$ cat src/rtl/eew_pkg.sv
package eew_pkg;
    // Position of the transfer within one start..stop frame
    typedef enum logic [1:0] {
        PH_IDLE,
        PH_CTRL,
        PH_ADDR,
        PH_DATA
    } phase_t;
endpackage

$ cat src/rtl/eew_cond_det.sv
// Bus event detector.
// Registers SCL/SDA once and reports SCL edges plus start (SDA falls with
// SCL high) and stop (SDA rises with SCL high) conditions as one-cycle
// pulses. Assumes the inputs are already synchronised to clk.
module eew_cond_det (
    input  logic clk,
    input  logic rst_n,
    input  logic scl_i,
    input  logic sda_i,
    output logic start_o,
    output logic stop_o,
    output logic scl_rise_o,
    output logic scl_fall_o
);
    logic scl_q;
    logic sda_q;

    // Keep the previous bus levels; both lines idle high
    always_ff @(posedge clk) begin
        if (!rst_n) begin
            scl_q <= 1'b1;
            sda_q <= 1'b1;
        end else begin
            scl_q <= scl_i;
            sda_q <= sda_i;
        end
    end

    // Edge and condition decode against the registered levels
    always_comb begin
        scl_rise_o = scl_i & ~scl_q;
        scl_fall_o = ~scl_i & scl_q;
        start_o    = scl_i & scl_q & sda_q & ~sda_i;
        stop_o     = scl_i & scl_q & ~sda_q & sda_i;
    end
endmodule

$ cat src/rtl/eew_proto_fsm.sv
// Byte-level protocol engine.
// Counts SCL rises per byte, shifts SDA in, decides the acknowledge after
// the eighth bit, keeps the address pointer and tracks the write enable.
// Emits buffer writes per data byte and a commit pulse on a valid stop.
// Assumes the bench/master changes SDA only while SCL is low, except
// when it signals a start or a stop.
module eew_proto_fsm
    import eew_pkg::*;
#(
    parameter int         ADDR_W     = 8,
    parameter int         PAGE_BITS  = 3,
    parameter logic [3:0] SLAVE_CODE = 4'b1010
) (
    input  logic                        clk,
    input  logic                        rst_n,
    input  logic                        start_i,
    input  logic                        stop_i,
    input  logic                        scl_rise_i,
    input  logic                        scl_fall_i,
    input  logic                        sda_i,
    input  logic                        wen_i,
    input  logic                        busy_i,
    output logic                        ack_o,
    output logic                        buf_we_o,
    output logic [PAGE_BITS-1:0]        buf_idx_o,
    output logic [7:0]                  buf_data_o,
    output logic                        buf_clr_o,
    output logic                        commit_o,
    output logic [ADDR_W-PAGE_BITS-1:0] page_base_o
);
    localparam logic [3:0] BIT_LAST = 4'd8;
    localparam logic [3:0] BIT_ACK  = 4'd9;

    phase_t             phase;
    logic [3:0]         bitcnt;
    logic [7:0]         shreg;
    logic               ack_q;
    logic [ADDR_W-1:0]  ptr;
    logic               wen_ok;
    logic               have_data;
    logic               ctrl_ok;
    logic               byte_end;

    // Control byte acceptance: code, zero field, write direction, idle engine
    always_comb begin
        ctrl_ok  = (shreg[7:4] == SLAVE_CODE) && (shreg[3:1] == 3'b000)
                   && !shreg[0] && !busy_i;
        byte_end = scl_fall_i && (phase != PH_IDLE) && (bitcnt == BIT_LAST)
                   && !start_i && !stop_i;
    end

    // Frame sequencing, bit shifting, acknowledge and pointer update
    always_ff @(posedge clk) begin
        if (!rst_n) begin
            phase     <= PH_IDLE;
            bitcnt    <= '0;
            shreg     <= '0;
            ack_q     <= 1'b0;
            ptr       <= '0;
            wen_ok    <= 1'b0;
            have_data <= 1'b0;
        end else if (start_i) begin
            phase     <= PH_CTRL;
            bitcnt    <= '0;
            ack_q     <= 1'b0;
            wen_ok    <= wen_i;
            have_data <= 1'b0;
        end else if (stop_i) begin
            phase     <= PH_IDLE;
            bitcnt    <= '0;
            ack_q     <= 1'b0;
            have_data <= 1'b0;
        end else begin
            if (phase != PH_IDLE && !wen_i) begin
                wen_ok <= 1'b0;
            end
            if (scl_rise_i && phase != PH_IDLE && bitcnt < BIT_ACK) begin
                if (bitcnt < BIT_LAST) begin
                    shreg <= {shreg[6:0], sda_i};
                end
                bitcnt <= bitcnt + 4'd1;
            end
            if (byte_end) begin
                unique case (phase)
                    PH_CTRL: begin
                        if (ctrl_ok) begin
                            ack_q <= 1'b1;
                        end else begin
                            phase  <= PH_IDLE;
                            bitcnt <= '0;
                        end
                    end
                    PH_ADDR: begin
                        ack_q <= 1'b1;
                        ptr   <= shreg;
                    end
                    PH_DATA: begin
                        ack_q     <= 1'b1;
                        have_data <= 1'b1;
                        ptr[PAGE_BITS-1:0] <= ptr[PAGE_BITS-1:0] + 1'b1;
                    end
                    default: ;
                endcase
            end else if (scl_fall_i && phase != PH_IDLE && bitcnt == BIT_ACK) begin
                bitcnt <= '0;
                ack_q  <= 1'b0;
                if (phase == PH_CTRL) begin
                    phase <= PH_ADDR;
                end else if (phase == PH_ADDR) begin
                    phase <= PH_DATA;
                end
            end
        end
    end

    // Buffer and commit strobes derived from the current frame state
    always_comb begin
        ack_o       = ack_q;
        buf_we_o    = byte_end && (phase == PH_DATA);
        buf_idx_o   = ptr[PAGE_BITS-1:0];
        buf_data_o  = shreg;
        buf_clr_o   = start_i && !busy_i;
        commit_o    = stop_i && (phase == PH_DATA) && have_data
                      && wen_ok && wen_i && !busy_i;
        page_base_o = ptr[ADDR_W-1:PAGE_BITS];
    end
endmodule

$ cat src/rtl/eew_page_buf.sv
// Page buffer: one byte and one valid flag per slot of the page.
// A slot write overwrites whatever the slot held; clear drops all flags.
// Assumes clear and write never coincide.
module eew_page_buf #(
    parameter int PAGE_BITS = 3
) (
    input  logic                          clk,
    input  logic                          rst_n,
    input  logic                          clr_i,
    input  logic                          we_i,
    input  logic [PAGE_BITS-1:0]          idx_i,
    input  logic [7:0]                    data_i,
    output logic [(1<<PAGE_BITS)-1:0][7:0] slot_data_o,
    output logic [(1<<PAGE_BITS)-1:0]     slot_valid_o
);
    localparam int SLOTS = 1 << PAGE_BITS;

    for (genvar s = 0; s < SLOTS; s++) begin : g_slot
        // Hold one buffered byte and its valid flag
        always_ff @(posedge clk) begin
            if (!rst_n) begin
                slot_data_o[s]  <= '0;
                slot_valid_o[s] <= 1'b0;
            end else if (clr_i) begin
                slot_valid_o[s] <= 1'b0;
            end else if (we_i && idx_i == PAGE_BITS'(s)) begin
                slot_data_o[s]  <= data_i;
                slot_valid_o[s] <= 1'b1;
            end
        end
    end
endmodule

$ cat src/rtl/eew_array_wr.sv
// Behavioural byte array with a self-timed programming engine.
// A commit latches the page number and runs for WR_CYCLES clocks. On the
// last clock every valid buffer slot is copied into the array. Nothing
// outside the commit pulse affects the engine once it has started.
module eew_array_wr #(
    parameter int ADDR_W    = 8,
    parameter int PAGE_BITS = 3,
    parameter int WR_CYCLES = 64
) (
    input  logic                           clk,
    input  logic                           rst_n,
    input  logic                           commit_i,
    input  logic [ADDR_W-PAGE_BITS-1:0]    page_base_i,
    input  logic [(1<<PAGE_BITS)-1:0][7:0] slot_data_i,
    input  logic [(1<<PAGE_BITS)-1:0]      slot_valid_i,
    input  logic [ADDR_W-1:0]              peek_addr_i,
    output logic                           busy_o,
    output logic                           done_o,
    output logic [7:0]                     peek_data_o
);
    localparam int SLOTS = 1 << PAGE_BITS;
    localparam int DEPTH = 1 << ADDR_W;
    localparam int CNT_W = $clog2(WR_CYCLES + 1);
    localparam logic [CNT_W-1:0] CNT_LAST = CNT_W'(WR_CYCLES - 1);

    logic [7:0]                  mem [DEPTH];
    logic [CNT_W-1:0]            cnt;
    logic [ADDR_W-PAGE_BITS-1:0] base_q;

    // Last clock of the programming window
    always_comb begin
        done_o = busy_o && (cnt == CNT_LAST);
    end

    // Programming timer and page latch
    always_ff @(posedge clk) begin
        if (!rst_n) begin
            busy_o <= 1'b0;
            cnt    <= '0;
            base_q <= '0;
        end else if (!busy_o) begin
            if (commit_i) begin
                busy_o <= 1'b1;
                cnt    <= '0;
                base_q <= page_base_i;
            end
        end else if (done_o) begin
            busy_o <= 1'b0;
        end else begin
            cnt <= cnt + 1'b1;
        end
    end

    // Array storage: erased at reset, page copied at the end of programming
    always_ff @(posedge clk) begin
        if (!rst_n) begin
            for (int a = 0; a < DEPTH; a++) begin
                mem[a] <= 8'hFF;
            end
        end else if (done_o) begin
            for (int s = 0; s < SLOTS; s++) begin
                if (slot_valid_i[s]) begin
                    mem[{base_q, s[PAGE_BITS-1:0]}] <= slot_data_i[s];
                end
            end
        end
    end

    assign peek_data_o = mem[peek_addr_i];
endmodule

$ cat src/rtl/eew_wr_top.sv
// Write controller top: bus event detector, protocol engine, page buffer
// and self-timed array. Assumes synchronised SCL/SDA and an external
// open-drain driver controlled by sda_oe_o.
module eew_wr_top #(
    parameter int         ADDR_W     = 8,
    parameter int         PAGE_BITS  = 3,
    parameter int         WR_CYCLES  = 64,
    parameter logic [3:0] SLAVE_CODE = 4'b1010
) (
    input  logic              clk,
    input  logic              rst_n,
    input  logic              scl_i,
    input  logic              sda_i,
    input  logic              wen_i,
    output logic              sda_oe_o,
    output logic              busy_o,
    input  logic [ADDR_W-1:0] peek_addr_i,
    output logic [7:0]        peek_data_o
);
    localparam int SLOTS = 1 << PAGE_BITS;

    logic start, stop, scl_rise, scl_fall;
    logic buf_we, buf_clr, commit, wr_done;
    logic [PAGE_BITS-1:0]        buf_idx;
    logic [7:0]                  buf_data;
    logic [ADDR_W-PAGE_BITS-1:0] page_base;
    logic [SLOTS-1:0][7:0]       slot_data;
    logic [SLOTS-1:0]            slot_valid;

    eew_cond_det u_det (
        .clk        (clk),
        .rst_n      (rst_n),
        .scl_i      (scl_i),
        .sda_i      (sda_i),
        .start_o    (start),
        .stop_o     (stop),
        .scl_rise_o (scl_rise),
        .scl_fall_o (scl_fall)
    );

    eew_proto_fsm #(
        .ADDR_W     (ADDR_W),
        .PAGE_BITS  (PAGE_BITS),
        .SLAVE_CODE (SLAVE_CODE)
    ) u_fsm (
        .clk         (clk),
        .rst_n       (rst_n),
        .start_i     (start),
        .stop_i      (stop),
        .scl_rise_i  (scl_rise),
        .scl_fall_i  (scl_fall),
        .sda_i       (sda_i),
        .wen_i       (wen_i),
        .busy_i      (busy_o),
        .ack_o       (sda_oe_o),
        .buf_we_o    (buf_we),
        .buf_idx_o   (buf_idx),
        .buf_data_o  (buf_data),
        .buf_clr_o   (buf_clr),
        .commit_o    (commit),
        .page_base_o (page_base)
    );

    eew_page_buf #(
        .PAGE_BITS (PAGE_BITS)
    ) u_buf (
        .clk          (clk),
        .rst_n        (rst_n),
        .clr_i        (buf_clr | wr_done),
        .we_i         (buf_we),
        .idx_i        (buf_idx),
        .data_i       (buf_data),
        .slot_data_o  (slot_data),
        .slot_valid_o (slot_valid)
    );

    eew_array_wr #(
        .ADDR_W    (ADDR_W),
        .PAGE_BITS (PAGE_BITS),
        .WR_CYCLES (WR_CYCLES)
    ) u_arr (
        .clk          (clk),
        .rst_n        (rst_n),
        .commit_i     (commit),
        .page_base_i  (page_base),
        .slot_data_i  (slot_data),
        .slot_valid_i (slot_valid),
        .peek_addr_i  (peek_addr_i),
        .busy_o       (busy_o),
        .done_o       (wr_done),
        .peek_data_o  (peek_data_o)
    );
endmodule

$ cat config.mk
export PLATFORM = sky130hd
export DESIGN_NAME = eew_wr_top
export DESIGN_NICKNAME = d
export VERILOG_FILES = /design/src/rtl/eew_pkg.sv /design/src/rtl/eew_cond_det.sv /design/src/rtl/eew_proto_fsm.sv /design/src/rtl/eew_page_buf.sv /design/src/rtl/eew_array_wr.sv /design/src/rtl/eew_wr_top.sv
export SDC_FILE = /design/constraint.sdc
export NUM_CORES = 2
export LEC_CHECK = 0
export ABC_CLOCK_PERIOD_IN_PS = 6300
export BUFFER_PORTS_ARGS = -buffer_cell sky130_fd_sc_hd__buf_4
export CORE_UTILIZATION = 50
export CTS_BUF_LIST = sky130_fd_sc_hd__clkbuf_8
export CTS_CLUSTER_SIZE = 28
export DETAILED_ROUTE_END_ITERATION = 12
export PLACE_DENSITY = 0.62
export SYNTH_ARGS = -nofsm -noshare
export SYNTH_HDL_FRONTEND = slang
export SYNTH_SLANG_ARGS = --single-unit
$ cat constraint.sdc
create_clock -name clk -period 6.3 [get_ports clk]
set_input_delay 1.26 -clock clk [delete_from_list [all_inputs] [get_ports clk]]
set_output_delay 1.26 -clock clk [all_outputs]
set_load 0.005 [all_outputs]
==> metrics.txt <==
Post-Syn Nets about 6900; Worst Hold Class in2reg; period utilization 102%; max-capacitance violation count 1; worst vdd rail ir drop about 0.00025 V; Top Ports 23; Final Cell Area 109000 sq um; outcome finished, violations left; internal power roughly 23 mW; Crit Path Category in2out; Worst setup EP type output pin; Hold EP u_det.sda_q; Vias per Instance 6.43; CTS clk-pin slew, worst paths ~0.050 ns; final hold vios 0; CTS tree yes; biggest cell delay along the critical path 1.05 ns; DRT Wirelength between 300000 and 400000 microns; largest area contributor in the netlist edfxtp_1; hold depth 2; first-pass GRT wire length 473000 microns; final core occ 55.6%; Net Sw Frac 24.4%; Routed Antenna Nets 0; Yosys top cell area share 62.2%; row count 162; commonest non-fill, non-tap cell in the layout edfxtp_1; initial drt markers 11400; PwrDens 280 nW/um^2; vias post-DR 63700; RSZ-0062 raised after global routing false; Synth Warn # 0; clock skew 0.0920 ns; pin count of the biggest net entering global routing 67; Layout Cells excl Fill 9912; CTS Buffer Depth 4; DP Cell Count 9230; routed length per instance 34.9 microns; Critical Path Start Type input pin; CTS Hold Buffers Added 0; Tot GR Track Use 34.5%; GPL Wtd Cong 1.01; DRC 0; initial antenna violation count 61; nets 7017; Layout Area Growth over Synthesis 9.92%; Cell Area, Synth 98900 sq um; commonest cells after routing, fill and taps aside 2048 x edfxtp_1, 1904 x or2_2, 619 x nand2_1, 396 x clkbuf_8, 391 x mux4_2; CP most frequent cell nor4_1; Post-CTS Setup Inserts 0; clk root buf clkbuf_8; crit path time final 6.43 ns; Gate power share 6.7%; critical path launch point peek_addr_i[1]; share of power burned in registers 54.5%; Clock power frac 38.8%; CP Data Required Time 5.04 ns; Post-synth EDFFs 2048; CP max FO 54; Final setup viols 2; First-pass DRT Iterations 7; Post-synth ARST share 0%; core area 196000 sq um; hold path start sda_i; Initial Util between 50% and 60%; Syn Inst Count ~7000; Area contributors post-synth edfxtp_1 62%, or2_2 12%, mux4_2 8.9%; CP arrival 5.17 ns; Top FF cell, synth edfxtp_1; FF-to-FF End u_arr.mem[244][1]; actual slew at the worst max-slew pin 1.48 ns; dpl cell area 102000 sq um; clock latency on the worst-skew pair 1.12 ns; setup_tns -0.219 ns; H-Tree Depth 5; Max Clock Freq around 160 MHz; Lkg Pwr 36.6 nW; vias in the first global route 60400; final max-slew violation count 0; sequential-to-total area share from yosys stat 64.5%; failing checks max-capacitance violations, negative setup slack; #FFs+latches synth between 2000 and 2500; slack of the critical path -0.130 ns; total gr overflow 0; setup slack, reg-to-reg 2.38 ns; average cell area after synthesis ~14 sq um; reg2reg start u_arr.cnt[0]; clock tree sinks between 2000 and 2500; P_sw 7.43 mW; Port Buf Inserts 22; final total power 30.4 mW; Die X 447 microns; Die Area 199000 sq um; clock buffer count from CTS roughly 380; share of layout cells above drive strength 1 42.7%; Die Y around 450 microns; slowest CP cell nor4_1; Netlist cell types 75; HPWL after DPL 213000 microns; FF-to-FF path depth 7; post-CTS resize count 0; worst-path cell chain buf_8, buf_12, mux4_2, a22oi_1, a21oi_1, nor4_1, nor4_1, buf_4; slew margin rel. 0.712%
[registers in the layout, summed over array words and instances (netlist names), 2 cells and up]
register,cells
u_arr.base_q,5
u_arr.cnt,7
u_arr.mem,2048
u_buf.slot_data_o,64
u_buf.slot_valid_o,8
u_fsm.bitcnt,4
u_fsm.buf_data_o,8
u_fsm.phase,2
u_fsm.ptr,8
[cell usage after synthesis, types with 9 or more instances]
cell type  number
mux2i_1       210
mux4_1         31
buf_8          16
a21oi_1       153
nand3_1        55
nand2b_1       16
clkbuf_1      309
or3_1           9
nor4_1         14
nand2_1       620
and3_1         17
inv_1          14
o21ai_0        15
buf_12         11
buf_6          25
buf_4          19
a22o_1         20
or2_1         151
nor2b_1        13
ha_1           15
nor2_1        138
a211oi_1       25
a22oi_1       152
dfxtp_1       112
mux4_2        391
o221ai_1       42
a221oi_1       17
buf_2          98
nor3_1         20
edfxtp_1     2048
nand4_1        21
a31oi_1        15
or2_2        1904
buf_1          11
o22ai_1        20
[layer usage]
layer	wire, microns	vias to the layer above	GRT usage, %	part of all wire [%]
li1	-	25500	-	-
met2	150000	5099	50.1	43
met5	40	-	0	0.012
met4	13600	6	13.0	3.9
met1	130000	32300	48.4	38
met3	51900	739	11.2	15
[kinds of logic after synthesis]
logic type               Yosys count  share of synthesized area (%)
AO/OA/AOI/OAI                    508                           3.56
XOR/XNOR                           2                         0.0177
adder cells (fa/ha/maj)           15                          0.190
buffers and inverters            508                           2.69
flip-flops                      2160                           64.5
multiplexers                     633                           11.9
AND/OR/NAND/NOR                 3019                           17.2
[power by group through the flow]
stage	logic [mW]	clock network [mW]	registers, mW
2_1_floorplan	1.22	0	16.7
3_3_place_gp	1.96	0	16.8
3_5_place_dp	1.97	0	16.9
4_1_cts	1.97	11.8	16.6
5_1_grt	2.08	12.4	16.6
6_report	2.04	11.8	16.6
[worst max-delay path, delay by kind of cell]
family	cells	cell delay, ns
buffers and inverters	3	1.05
AND/OR/NAND/NOR	2	1.38
AO/OA/AOI/OAI	2	0.94
multiplexers	1	0.36
[area by class of cell]
class / count / area (sq um)
Fill cell: 15700 / 86900
Inverter: 15 / 56.3
Tap cell: 2624 / 3280
Multi-Input combinational cell: 4177 / 32500
Clock buffer: 396 / 5450
Timing Repair Buffer: 254 / 2300
Antenna cell: 32 / 80.1
Clock inverter: 254 / 1130
Sequential cell: 2160 / 63800
[stage by stage]
stage / hold WS [ns] / setup slack (ns)
floorplan: 0.421 / 2.05
global placement: 0.431 / 0.000218
detailed placement: 0.435 / 0.0580
CTS: 0.324 / 0.0487
global route: 0.380 / 0.0624
finish: 0.402 / -0.130
[how the worst max path moves through the flow]
stage | endpoint | slack [ns] | cells past startpoint
after floorplan | peek_data_o[2] | 2.05 | 9
after CTS | peek_data_o[3] | 0.05 | 10
after detailed placement | peek_data_o[3] | 0.06 | 10
final | peek_data_o[3] | -0.13 | 8
after global routing | peek_data_o[6] | 0.06 | 11
after global placement | peek_data_o[3] | 0.0002 | 10
Note: power is estimated with default switching activity, not from simulation.
